--- src/rtl/tstack_pkg.sv ---
package tstack_pkg;
  localparam logic [1:0] TR_BAD  = 2'b00;
  localparam logic [1:0] TR_NEG  = 2'b01;
  localparam logic [1:0] TR_POS  = 2'b10;
  localparam logic [1:0] TR_ZERO = 2'b11;

  localparam logic [7:0] OP_HALT = 8'h00;
  localparam logic [7:0] OP_PUSH = 8'h01;
  localparam logic [7:0] OP_ADD  = 8'h02;

  typedef enum logic [1:0] {ST_FETCH, ST_OPND, ST_STOP} core_st_e;

  function automatic logic signed [2:0] trit_val(input logic [1:0] t);
    case (t)
      TR_NEG:  trit_val = -3'sd1;
      TR_POS:  trit_val = 3'sd1;
      default: trit_val = 3'sd0;
    endcase
  endfunction

  function automatic logic [1:0] trit_sat_add(input logic [1:0] a, input logic [1:0] b);
    logic signed [2:0] s;
    s = trit_val(a) + trit_val(b);
    if (s > 3'sd0)      trit_sat_add = TR_POS;
    else if (s < 3'sd0) trit_sat_add = TR_NEG;
    else                trit_sat_add = TR_ZERO;
  endfunction
endpackage

--- src/rtl/tstack_alu.sv ---
module tstack_alu
  import tstack_pkg::*;
(
  input  logic [1:0] op_a,
  input  logic [1:0] op_b,
  output logic [1:0] sum,
  output logic       bad
);
  always_comb begin
    sum = trit_sat_add(op_a, op_b);
    bad = (op_a == TR_BAD) || (op_b == TR_BAD);
  end
endmodule

--- src/rtl/tstack_lifo.sv ---
module tstack_lifo
  import tstack_pkg::*;
#(
  parameter int DEPTH = 256,
  localparam int AW = $clog2(DEPTH),
  localparam int CW = AW + 1
) (
  input  logic          clk,
  input  logic          rst_n,
  input  logic          push_en,
  input  logic          fold_en,
  input  logic [1:0]    wdata,
  output logic [1:0]    top,
  output logic [1:0]    below,
  output logic [CW-1:0] count
);
  logic [1:0]    mem [DEPTH];
  logic [CW-1:0] cnt;
  logic [AW-1:0] i_top, i_below, i_free;

  always_comb begin
    i_top   = AW'(cnt - CW'(1));
    i_below = AW'(cnt - CW'(2));
    i_free  = AW'(cnt);
  end

  always_ff @(posedge clk or negedge rst_n) begin
    if (!rst_n) begin
      cnt <= '0;
      for (int k = 0; k < DEPTH; k++) mem[k] <= TR_ZERO;
    end else if (push_en && !fold_en) begin
      if (cnt < CW'(DEPTH)) begin
        mem[i_free] <= wdata;
        cnt         <= cnt + CW'(1);
      end
    end else if (fold_en && !push_en) begin
      if (cnt >= CW'(2)) begin
        mem[i_below] <= wdata;
        cnt          <= cnt - CW'(1);
      end
    end
  end

  always_comb begin
    top   = (cnt != '0)      ? mem[i_top]   : TR_ZERO;
    below = (cnt >= CW'(2))  ? mem[i_below] : TR_ZERO;
    count = cnt;
  end
endmodule

--- src/rtl/tstack_ctrl.sv ---
module tstack_ctrl
  import tstack_pkg::*;
#(
  parameter int DEPTH = 256,
  parameter int PCW = 16,
  localparam int CW = $clog2(DEPTH) + 1
) (
  input  logic          clk,
  input  logic          rst_n,
  input  logic [7:0]    op,
  input  logic [CW-1:0] count,
  input  logic          add_bad,
  output logic [PCW-1:0] pc,
  output logic          push_en,
  output logic          fold_en,
  output logic [1:0]    push_trit,
  output logic          halted,
  output logic          fault
);
  core_st_e       st, st_n;
  logic [PCW-1:0] pc_n;
  logic           trap;

  always_comb begin
    st_n    = st;
    pc_n    = pc;
    push_en = 1'b0;
    fold_en = 1'b0;
    trap    = 1'b0;
    case (st)
      ST_FETCH: begin
        case (op)
          OP_HALT: st_n = ST_STOP;
          OP_PUSH: begin
            st_n = ST_OPND;
            pc_n = pc + PCW'(1);
          end
          OP_ADD: begin
            if (count < CW'(2) || add_bad) trap = 1'b1;
            else begin
              fold_en = 1'b1;
              pc_n    = pc + PCW'(1);
            end
          end
          default: trap = 1'b1;
        endcase
      end
      ST_OPND: begin
        if (op[1:0] == TR_BAD || count == CW'(DEPTH)) trap = 1'b1;
        else begin
          push_en = 1'b1;
          pc_n    = pc + PCW'(1);
          st_n    = ST_FETCH;
        end
      end
      default: ;
    endcase
    if (trap) begin
      st_n    = ST_STOP;
      pc_n    = pc;
      push_en = 1'b0;
      fold_en = 1'b0;
    end
  end

  always_ff @(posedge clk or negedge rst_n) begin
    if (!rst_n) begin
      st    <= ST_FETCH;
      pc    <= '0;
      fault <= 1'b0;
    end else begin
      st    <= st_n;
      pc    <= pc_n;
      fault <= fault | trap;
    end
  end

  always_comb begin
    halted    = (st == ST_STOP);
    push_trit = op[1:0];
  end
endmodule

--- src/rtl/tstack_core.sv ---
module tstack_core
  import tstack_pkg::*;
#(
  parameter int DEPTH = 256,
  parameter int AW = 16
) (
  input  logic          clk,
  input  logic          rst_n,
  output logic [AW-1:0] imem_addr,
  input  logic [7:0]    imem_data,
  output logic [AW-1:0] dmem_addr,
  output logic [1:0]    dmem_wdata,
  output logic          dmem_we,
  output logic          dmem_re,
  input  logic [1:0]    dmem_rdata,
  output logic          halted,
  output logic          fault,
  output logic [1:0]    stack_top,
  output logic          stack_empty
);
  localparam int CW = $clog2(DEPTH) + 1;

  logic [CW-1:0] count;
  logic [1:0]    below, sum, push_trit, wdata;
  logic          add_bad, push_en, fold_en;

  tstack_ctrl #(.DEPTH(DEPTH), .PCW(AW)) u_ctrl (
    .clk(clk), .rst_n(rst_n), .op(imem_data), .count(count), .add_bad(add_bad),
    .pc(imem_addr), .push_en(push_en), .fold_en(fold_en), .push_trit(push_trit),
    .halted(halted), .fault(fault)
  );

  tstack_alu u_alu (.op_a(stack_top), .op_b(below), .sum(sum), .bad(add_bad));

  assign wdata = push_en ? push_trit : sum;

  tstack_lifo #(.DEPTH(DEPTH)) u_lifo (
    .clk(clk), .rst_n(rst_n), .push_en(push_en), .fold_en(fold_en), .wdata(wdata),
    .top(stack_top), .below(below), .count(count)
  );

  always_comb begin
    stack_empty = (count == '0);
    dmem_addr   = '0;
    dmem_wdata  = TR_ZERO;
    dmem_we     = 1'b0;
    dmem_re     = (dmem_rdata == TR_BAD) & 1'b0;
  end
endmodule

--- config.mk ---
export PLATFORM = sky130hd
export DESIGN_NAME = tstack_core
export DESIGN_NICKNAME = d
export VERILOG_FILES = /design/src/rtl/tstack_pkg.sv /design/src/rtl/tstack_alu.sv /design/src/rtl/tstack_lifo.sv /design/src/rtl/tstack_ctrl.sv /design/src/rtl/tstack_core.sv
export SDC_FILE = /design/constraint.sdc
export NUM_CORES = 2
export LEC_CHECK = 0
export ABC_AREA = 1
export BUFFER_PORTS_ARGS = -buffer_cell sky130_fd_sc_hd__buf_2
export CORE_MARGIN = 2
export CORE_UTILIZATION = 30
export CTS_BUF_LIST = sky130_fd_sc_hd__clkbuf_16
export DETAILED_ROUTE_END_ITERATION = 8
export HOLD_SLACK_MARGIN = 0.15
export PLACE_DENSITY_LB_ADDON = 0.25
export SYNTH_ARGS = -nofsm -noshare
export SYNTH_HDL_FRONTEND = slang
export SYNTH_SLANG_ARGS = --single-unit
--- constraint.sdc ---
create_clock -name clk -period 5.9 [get_ports clk]
set_input_delay 0.885 -clock clk [delete_from_list [all_inputs] [get_ports clk]]
set_output_delay 0.885 -clock clk [all_outputs]
set_load 0.01 [all_outputs]
==> flow_summary.ini <==
[global_route]
grt_overflow = 0
grt_max_degree = 145
grt_pass1_wl_um = 208100
track_usage_pct = 23.16
top_usage_layer = met2
use_met1_pct = 31.29
grt_pass1_vias = 32019
met2_usage_pct = 35.96
antenna_found_initial = 1
met3_usage_pct = 4.194

[synthesis]
synth_edf_count = 0
synth.distinct_cells = 46
avgSynthCellArea_um2 = 7.004
synthSimpleGateAreaFrac_pct = 24.67
ys_ff_latch = 540
yosys.area_share.adder_pct = 0.5602
synth_top_family_by_area = simple AND/OR/NAND/NOR gates
synth_xor_area_share_pct = 0.8332
synthTopCellsByArea = dfstp_2, nand2_1, o21ai_0
muxShareOfSynthArea_pct = 0
synth_area_leader_cell = dfstp_2
yosysMostFrequentCell = nand2_1
yosysTopAreaCellShare_pct = 38.61
synth_common_cells = nand2_1, o21ai_0, dfstp_2
ys_seq_area_share_pct = 40.62
ys.flop_type = dfstp_2
syn_area_um2 = 34840
ys_warn_count = 0
async_flop_share_pct = 100.0
syn-instance-count = 4974
synth_compound_area_share_pct = 23.95

[drt]
vias = 34398
wl_um = 139500
drt_iter0_drc = 3754
viasPerCell = 5.381
postRouteAntennaNets = 0
drcViolationCount = 0
wire_per_inst_um = 21.81
first_pass_iters = 6

[layout]
final_layout_size_suffix_gt1_share_pct = 16.91
num-nets-final = 4843
areaGrowthSynthToFinish_pct = 11.27
utilization_pct = 33.50

[job]
maxCapViolations = 0

[place]
gp_congestion = 1.004
numPortBuffers = 30
hpwl_um = 85430

[setup_path]
critPathKind = flip-flop to flip-flop
worstPathRequired_ns = 6.44
slowest_delay_ns = 0.50
cp-start-kind = flip-flop
cp_common_cell = inv_1
crit_path_top_delay_cell = dfrtp_1
cp_data_arrival_time_ns = 5.71
cp-end-kind = flip-flop
worst-path-max-fanout = 38

[clock_tree]
clkTransAtPathRegs_ns = 0.06
numCtsBuffers = 67
clk_latency_ns = 0.64
cts-root-buf = clkbuf_16
ctsResizeCount = 0
htreeDepth = 3
cts_tree = built
postCtsSetupBuffers = 0
clockBufferDepth = 3
cts_hold_buf = 0
clock_sinks = 540

[die]
io_pins = 53
die-area_um2 = 118900
core_region_area_um2 = 115700
fp.dieH_um = 344.8
die_w_um = 344.8
start_util_pct = 30.10
rows = 125

[outcome]
status = complete, no violations

[power]
power_density_nw_per_um2 = 272.6
max-vdd-ir-drop_uv = 227.8
leakage_nw = 13.92

[sta]
relSlewSlack_pct = 35.17
hold-worst-slack_ns = 0.2969
finClkSkew_ns = 0.02866
grt_setup_unrepaired = false
tightest_slew_ns = 0.9691
tns_ns = 0
slew_viol_final = 0
fin_crit_sh_pct = 87.57
hold_viol_final = 0
clock.fmax_mhz = 193.5
fin_crit_ns = 5.167
setup_viol = 0

[worst_hold_path]
hold_class = input pin to asynchronous set/reset pin
-- flip-flops by register name, summed over array words and instances (netlist names) --
| register | cells |
|---|---|
| u_lifo.mem | 512 |
| u_ctrl.pc | 16 |
| u_ctrl.fault | 1 |
| u_lifo.count | 9 |
| u_ctrl.st | 2 |
-- worst max-delay path, delay by kind of cell (launching register included) --
| kind | cells | cell delay, ns |
|---|---|---|
| flops | 1 | 0.50 |
| simple gates | 12 | 1.75 |
| compound gates | 3 | 0.30 |
| buf+inv | 9 | 1.47 |
| fa+ha+maj | 4 | 0.98 |
-- metrics by stage --
| step | power [mW] | worst slack, ns | cell area, um2 | instances |
|---|---|---|---|---|
| after floorplan | 5.336 | 1.134 | 34910 | 4992 |
| after global placement | 6.374 | 0.8410 | 36590 | 6271 |
| after detailed placement | 6.376 | 0.8165 | 36590 | 6271 |
| after CTS | 10.63 | 0.7928 | 38760 | 6390 |
| after global routing | 11.00 | 0.4256 | 38760 | 6390 |
| final | 10.57 | 0.7333 | 38770 | 6393 |
-- where the power goes --
group	total, mW	switching (mW)	leakage [nW]	internal, mW
clock	4.22	1.74	1.12	2.47
combinational	2.55	1.96	7.20	0.599
sequential	3.79	0.0414	5.60	3.75
-- routing by layer --
layer	vias up	wire, um	part of all wire [%]
met4	0	6588	4.7
met2	1432	61130	44
met5	-	0	0
met1	16355	60180	43
met3	305	11560	8.3
li1	16306	-	-
-- final cells by class --
| cell class | instances | area (um2) |
|---|---|---|
| Multi-Input combinational cell | 3684 | 17560 |
| Clock inverter | 46 | 345.3 |
| Inverter | 385 | 1458 |
| Fill cell | 12424 | 76970 |
| Tap cell | 1524 | 1907 |
| Timing Repair Buffer | 138 | 1496 |
| Antenna cell | 3 | 7.507 |
| Clock buffer | 73 | 1827 |
| Sequential cell | 540 | 14160 |
-- worst paths after layout --
kind	cells after the start	start	slack (ns)	end
worst max-delay path	28	u_lifo.count[2]$_DFFE_PN0P_	0.73	u_lifo.mem[138]$_DFFE_PN1P_
worst min-delay path	1	rst_n	0.30	u_ctrl.pc[2]$_DFFE_PN0P_
worst max register to register	28	u_lifo.count[2]$_DFFE_PN0P_	0.73	u_lifo.mem[138]$_DFFE_PN1P_
worst min register to register	1	u_ctrl.fault$_DFF_PN0_	0.46	u_ctrl.fault$_DFF_PN0_
max in group asynchronous	3	rst_n	4.20	u_lifo.mem[79]$_DFFE_PN1P_
min in group clk	1	u_ctrl.fault$_DFF_PN0_	0.46	u_ctrl.fault$_DFF_PN0_
-- cell usage in the layout, fill, tap and decap left out, drive strengths merged --
cell type and instances:
o31ai 2, a21oi 219, bufinv 6, xor2 19, dfrtp 28, nand4 6, inv 397, buf 138
and2 1, o211ai 180, xnor2 9, clkinvlp 1, nand2 1581, or2 4, o22ai 236, clkinv 27
o32ai 13, dfstp 512, fa 1, clkbuf 73, a21boi 1, conb 20, ha 14, nor4 1
a31oi 1, diode 3, o21ai 850, nor2 200, nand3 318, nor3 8
-- cells by family (layout without fill, tap and decap cells) --
family,count (synthesis),after routing
AND/OR/NAND/NOR,2119,2119
AO/OA/AOI/OAI,1502,1502
buffers and inverters,768,642
flip-flops,540,540
XOR/XNOR,28,28
adder cells (fa/ha/maj),15,15
other,2,23
Power figures use the tool's default switching activity.
